### config.mk
export PLATFORM = sky130hd
export DESIGN_NAME = lfsr_patsig
export DESIGN_NICKNAME = d
export VERILOG_FILES = /design/src/rtl/lfsr_pkg.sv /design/src/rtl/lfsr_step.sv /design/src/rtl/lfsr_flags.sv /design/src/rtl/lfsr_patsig.sv
export SDC_FILE = /design/constraint.sdc
export NUM_CORES = 1
export LEC_CHECK = 0
export BUFFER_PORTS_ARGS = -buffer_cell sky130_fd_sc_hd__buf_2
export CORE_MARGIN = 2
export CORE_UTILIZATION = 35
export CTS_CLUSTER_SIZE = 8
export DETAILED_ROUTE_END_ITERATION = 10
export REMOVE_ABC_BUFFERS = 1
export SLEW_MARGIN = 20
export SYNTH_ARGS = -nofsm -noshare
export SYNTH_HDL_FRONTEND = slang
export SYNTH_SLANG_ARGS = --single-unit
### constraint.sdc
create_clock -name clk_i -period 1.52 [get_ports clk_i]
set_input_delay 0.152 -clock clk_i [delete_from_list [all_inputs] [get_ports clk_i]]
set_output_delay 0.152 -clock clk_i [all_outputs]
set_load 0.01 [all_outputs]
### src/rtl/lfsr_pkg.sv
package lfsr_pkg;

  typedef enum logic {
    MODE_GEN = 1'b0,
    MODE_SIG = 1'b1
  } lfsr_mode_e;

endpackage

### src/rtl/lfsr_step.sv
module lfsr_step #(
  parameter int W = 4
) (
  input  logic [W-1:0] cur_i,
  input  logic [W-1:0] resp_i,
  input  logic         fold_i,
  output logic [W-1:0] nxt_o
);

  logic [W-1:0] inj;
  logic         fb;

  assign inj = fold_i ? resp_i : '0;
  assign fb  = cur_i[W-1] ^ cur_i[0];

  // top stage takes the feedback, the others take their upper neighbour
  assign nxt_o[W-1] = fb ^ inj[W-1];

  for (genvar i = 0; i < W-1; i++) begin : g_shift
    assign nxt_o[i] = cur_i[i+1] ^ inj[i];
  end

endmodule

### src/rtl/lfsr_flags.sv
module lfsr_flags (
  input  logic clk_i,
  input  logic rst_ni,
  input  logic wrap_set_i,
  input  logic err_set_i,
  output logic wrap_o,
  output logic err_o
);

  logic wrap_d, wrap_q;
  logic err_d, err_q;

  always_comb begin
    wrap_d = wrap_set_i;
    err_d  = err_set_i;
  end

  always_ff @(posedge clk_i or negedge rst_ni) begin
    if (!rst_ni) begin
      wrap_q <= 1'b0;
      err_q  <= 1'b0;
    end else begin
      wrap_q <= wrap_d;
      err_q  <= err_d;
    end
  end

  assign wrap_o = wrap_q;
  assign err_o  = err_q;


  wrap_single_chk: assert property (@(posedge clk_i) disable iff (!rst_ni)
    wrap_o |=> !wrap_o);

endmodule

### src/rtl/lfsr_patsig.sv
module lfsr_patsig #(
  parameter int W = 4
) (
  input  logic         clk_i,
  input  logic         rst_ni,
  input  logic         clr_i,
  input  logic         mode_i,
  input  logic         load_i,
  input  logic [W-1:0] seed_i,
  input  logic [W-1:0] resp_i,
  output logic [W-1:0] state_o,
  output logic         wrap_o,
  output logic         seed_err_o
);

  localparam logic [W-1:0] DEF_SEED = {1'b1, {(W-1){1'b0}}};
  localparam logic [W-1:0] ZERO     = '0;

  logic         is_sig;
  logic [W-1:0] state_d, state_q;
  logic [W-1:0] seed_d, seed_q;
  logic [W-1:0] step_nxt;
  logic         stepped;
  logic         zero_fix;
  logic         wrap_set;

  assign is_sig = (mode_i == lfsr_pkg::MODE_SIG);

  lfsr_step #(.W(W)) step_i (
    .cur_i  (state_q),
    .resp_i (resp_i),
    .fold_i (is_sig),
    .nxt_o  (step_nxt)
  );

  // next-state selection: clear, then load, then step
  always_comb begin
    state_d  = step_nxt;
    seed_d   = seed_q;
    stepped  = 1'b1;
    zero_fix = 1'b0;
    if (clr_i) begin
      state_d = is_sig ? ZERO : DEF_SEED;
      seed_d  = DEF_SEED;
      stepped = 1'b0;
    end else if (load_i) begin
      stepped = 1'b0;
      if (!is_sig && (seed_i == ZERO)) begin
        state_d  = DEF_SEED;
        seed_d   = DEF_SEED;
        zero_fix = 1'b1;
      end else begin
        state_d = seed_i;
        seed_d  = seed_i;
      end
    end
  end

  assign wrap_set = stepped && !is_sig && (step_nxt == seed_q);

  always_ff @(posedge clk_i or negedge rst_ni) begin
    if (!rst_ni) begin
      state_q <= DEF_SEED;
      seed_q  <= DEF_SEED;
    end else begin
      state_q <= state_d;
      seed_q  <= seed_d;
    end
  end

  lfsr_flags flags_i (
    .clk_i      (clk_i),
    .rst_ni     (rst_ni),
    .wrap_set_i (wrap_set),
    .err_set_i  (zero_fix),
    .wrap_o     (wrap_o),
    .err_o      (seed_err_o)
  );

  assign state_o = state_q;


  wrap_at_seed_chk: assert property (@(posedge clk_i) disable iff (!rst_ni)
    wrap_o |-> (state_o == seed_q));


  err_default_chk: assert property (@(posedge clk_i) disable iff (!rst_ni)
    seed_err_o |-> (state_o == DEF_SEED));


  gen_no_zero_chk: assert property (@(posedge clk_i) disable iff (!rst_ni)
    (!clr_i && !load_i && !is_sig && (state_o != ZERO)) |=> (state_o != ZERO));


  clr_sig_zero_chk: assert property (@(posedge clk_i) disable iff (!rst_ni)
    (clr_i && is_sig) |=> (state_o == ZERO));

endmodule

# [Word level (Yosys, flattened, before mapping)]
# Index checks and enable logic that the tools add are counted.
[totals] output_inout_bits=6 word_cells=28 reg_bits=10
[op_classes] n_bitwise=5 n_eq_ne=1 n_reduce_logical=6 n_mux=12
[ops] cell="two-way mux 4 bit" n=7
[ops] cell="two-way mux 1 bit" n=5
[ops] cell="bitwise XOR 1 bit" n=5
[ops] cell="equality test 4 bit" n=1
[ops] cell="logical NOT 4 bit" n=1
[ops] cell="logical AND 1 bit" n=3
[ops] cell="nonzero test 2 bit" n=1
[ops] cell="logical NOT 1 bit" n=1

# [Longest topological paths before layout]
[logic_depth] depth_word=5 ltp_mapped=4

# [Modules after synthesis]
# From an unflattened synthesis, not the netlist that was laid out.
[unflattened] hier_cells=51 hier_area_um2=514.2
[by_module_without_submodules] mod="lfsr_patsig" area_each_um2=405.4 cells_per_inst=40 n_inst=1
[by_module_without_submodules] mod="lfsr_step" area_each_um2=58.8 cells_per_inst=9 n_inst=1
[by_module_without_submodules] mod="lfsr_flags" area_each_um2=50.0 cells_per_inst=2 n_inst=1

# [Least setup slack after synthesis]
# Ideal clock, no wire load.
[synth_path] path_type="reg2reg" start="reg state_q[3] (netlist: state_o[3])" end="reg flags_i.wrap_q (netlist: flags_i.wrap_o)" setup_ns=0.120 path_slack_ns=0.189 stages_incl_launch_ff=4 arrival_time_ns=1.210 cell_sequence="dfstp_2 -> xnor2_2 -> xnor3_1 -> and4_1"
[synth_via] elab_chain_cells=4 elab_cells_between_ends=5 classes_between="eq/ne (1); bitwise (3); reduce/logical (1)"
[synth_lines] element="start: declaration" line="lfsr_patsig.sv:20" text="logic [W-1:0] state_d, state_q;"
[synth_lines] element="start signal: assignment" line="lfsr_patsig.sv:66" text="state_q <= state_d;"
[synth_lines] element="bitwise XOR 1 bit" line="lfsr_step.sv:14" text="assign fb = cur_i[W-1] ^ cur_i[0];"
[synth_lines] element="bitwise XOR 1 bit" line="lfsr_step.sv:17" text="assign nxt_o[W-1] = fb ^ inj[W-1];"
[synth_lines] element="equality test 4 bit *" line="lfsr_patsig.sv:59" text="assign wrap_set = stepped && !is_sig && (step_nxt == seed_q);"
[synth_lines] element="logical AND 1 bit *" line="lfsr_patsig.sv:59"
[synth_lines] element="net flags_i.wrap_set_i" line="lfsr_flags.sv:4" text="input logic wrap_set_i,"
[synth_lines] element="end signal: assignment" line="lfsr_flags.sv:23" text="wrap_q <= wrap_d;"
[synth_lines] element="end: declaration" line="lfsr_flags.sv:10" text="logic wrap_d, wrap_q;"
# Mark *: on every way through the listed nets, which the timed path passes. The rest lies on a longest branch.
# A chain may end at the register's enable or synchronous reset.

# [Worst setup path in the final report]
# Same ends and word-level chain as after synthesis.

==> summary.md <==
| Metric | Value |
|---|---|
| Final hold vios | 0 |
| Setup_tns | 0 ps |
| Asr flop ratio synth | 1.00 |
| Initial Utilization | 0.366 |
| Slew at the pin with the worst max-slew slack | 439 ps |
| Worst skew pair latency | 270 ps |
| Pwr/cell area | 999 mW/mm^2 |
| Total power draw | 691 uW |
| Io pins | 19 |
| Status | finished, final reports clean |
| Met1 Track Usage GR | 0.180 |
| CTS Buffer Depth | 2 |
| Die W | 43.4 um |
| Critical Path Max Stage Delay | 600 ps |
| Slowest cell on crit path | dfstp_2 |
| Fraction of layout cells with a size suffix above 1 | 0.357 |
| CTS tree | done |
| Number of global-route vias before repair | 410 |
| Initial antenna violation count | 0 |
| Met3 usage | 0.0250 |
| Synth cell types | 22 |
| Core area | 0.00149 mm^2 |
| GRT Total Usage | 0.135 |
| Critical path class | flip-flop to flip-flop |
| Sequential share of the synthesized area | 0.464 |
| First-pass GRT wire length | 1.83 mm |
| Final period util | 0.904 |
| CP Buf/Inv Count | 0 |
| Nets | 84 |
| Worst Hold Class | input port to flip-flop |
| DRT antenna net count | 0 |
| Cells after Synth | 49 |
| HPWL after DPL | 865 um |
| Clock Sinks | 10 |
| Min Tclk post-route | 1370 ps |
| Maximum VDD drop | 444 uV |
| Clk slew on worst S/H paths | 70 ps |
| Die area | 0.00189 mm^2 |
| Antenna Cells | 0 |
| CP delay by family, top | flip-flops |
| RSZ-0062 raised after global routing | no |
| Overflow after GRT | 0 |
| # rows | 14 |
| DR iter-0 viols | 6 |
| H-tree depth | 1 |
| Mapped cell area | 544 um^2 |
| GRT busiest layer | met2 |
| Max Fanout on Critical Path | 4 |
| IO buf count | 18 |
| Largest net degree at the start of global routing | 13 |
| Total CTS buffers | 3 |
| DR vias | 442 |
| Post-route DRC | 0 |
| Worst Setup End Kind | flip-flop |
| Placer Congestion | 0.736 |
| Overall routed net length | 1.12 mm |
| Clock root buffer | clkbuf_4 |
| Mapped Avg Cell Area | 11.1 um^2 |
| Number of flops mapped to enable cells by yosys | 0 |
| Top_reg_cell synth | dfrtp_1 |
| Layout Utilization | 0.465 |
| Max Slew Vio Count | 0 |
| Number of max-cap violations | 0 |
| Synthesis Warnings | 0 |
| Worst path arrival time | 1530 ps |
| Critical Path Source Type | flip-flop |
| Vias per cell | 5.14 |
| Area delta synth->final | 27.1% |
| Final setup violating endpoints | 0 |
| Leakage Power | 0.000350 uW |
| WL per Instance | 13.0 um |
| Fmax | 728 MHz |
| Drt first pass iters | 4 |
| Synthesized flop and latch total | 10 |
| Clock skew | 0.866 ps |
| Cell breakdown of the critical path | xnor2_2 -> xnor3_1 -> and4_1 |
| GR met2 Demand/Resource | 0.197 |
| Worst EP required | 1680 ps |
| Chip Height | 43.4 um |
| Slew headroom | 0.704 |
final cells by class:
cell class / count / area (um^2)
clock buffers: 4 / 36.3
fillers: 147 / 797
inverters: 1 / 3.75
multi-input cells: 36 / 279
flip-flops and latches: 10 / 253
well taps: 16 / 20.0
repair buffers: 19 / 100
flip-flops by register name, summed over array words and instances (netlist names):
register and cells:
seed_q 4, state_o 4, flags_i.err_o 1, flags_i.wrap_o 1
layout by cell type (no fill, tap or decap):
cell	instances
buf_2	18
dfrtp_1	8
nor2_1	6
nand2_1	4
xor2_1	4
a211oi_1	3
nand2b_1	3
mux2i_1	3
clkbuf_4	3
xnor2_1	2
nor4_1	2
dfstp_2	2
inv_1	1
xor3_1	1
xnor2_2	1
xnor3_1	1
and4_1	1
nor2b_1	1
o21ai_0	1
o311ai_0	1
nor3b_1	1
o22ai_1	1
clkbuf_8	1
dlygate4sd3_1	1
where the power goes:
group | internal, uW | switching, uW | leakage (uW)
registers | 287 | 19.2 | 0.000127
logic | 77.6 | 62.0 | 0.000202
clock network | 146 | 100 | 0.0000210
cells in the mapped netlist (2+ instances only):
cell type / number / area, um^2
xor2_1: 4 / 35.0
mux2i_1: 3 / 30.0
dfrtp_1: 8 / 200
dfstp_2: 2 / 52.6
xnor2_1: 2 / 17.5
nor2_1: 6 / 22.5
nor4_1: 2 / 12.5
nand2b_1: 3 / 18.8
a211oi_1: 3 / 22.5
nand2_1: 4 / 15.0
repair_timing:
item                       in CTS  in global routing
hold buffers                    1                  0
setup buffers                   0                  0
setup endpoints to repair       0                  0
gates resized for setup         0                  0
hold endpoints to repair       10                  0
tightest hold or removal path, delay by kind of cell:
kind	cells	cell delay [ps]
buffers and inverters	1	80
and+or+nand+nor	2	160
per-stage QoR:
step / hold slack, ps / worst slack (ps) / cells / area (um^2)
after global routing: 176 / 115 / 86 / 692
after floorplan: -144 / 189 / 47 / 536
after detailed placement: 23.0 / 158 / 81 / 646
after CTS: 161 / 151 / 86 / 692
final: 167 / 146 / 86 / 692
after global placement: 24.9 / 206 / 81 / 646
cell families after synthesis:
logic type / share of synthesized area
XOR/XNOR: 0.211
multiplexers: 0.0552
flip-flops: 0.464
buffers and inverters: 0.0230
AO/OA/AOI/OAI: 0.0782
AND/OR/NAND/NOR: 0.168
per-layer routing:
metal  wire length [um]  share of wire  vias to the layer above
met3                 58          0.052                        2
met4                 10         0.0090                        0
met5                  0              0                        -
met2                516           0.46                       19
met1                531           0.48                      209
li1                   -              -                      212
worst paths after layout:
path | from | endpoint | slack (ps) | depth (start not counted)
worst max-delay path | state_o[3] | flags_i.wrap_o | 150 | 3
worst min-delay path | seed_i[3] | flags_i.err_o | 170 | 3
worst max register to register | state_o[3] | flags_i.wrap_o | 150 | 3
worst min register to register | seed_q[1] | seed_q[1] | 570 | 2
max in group asynchronous | rst_ni | state_o[3] | 990 | 2
min in group asynchronous | rst_ni | flags_i.err_o | 270 | 2
Note: power is estimated with default switching activity, not from simulation.
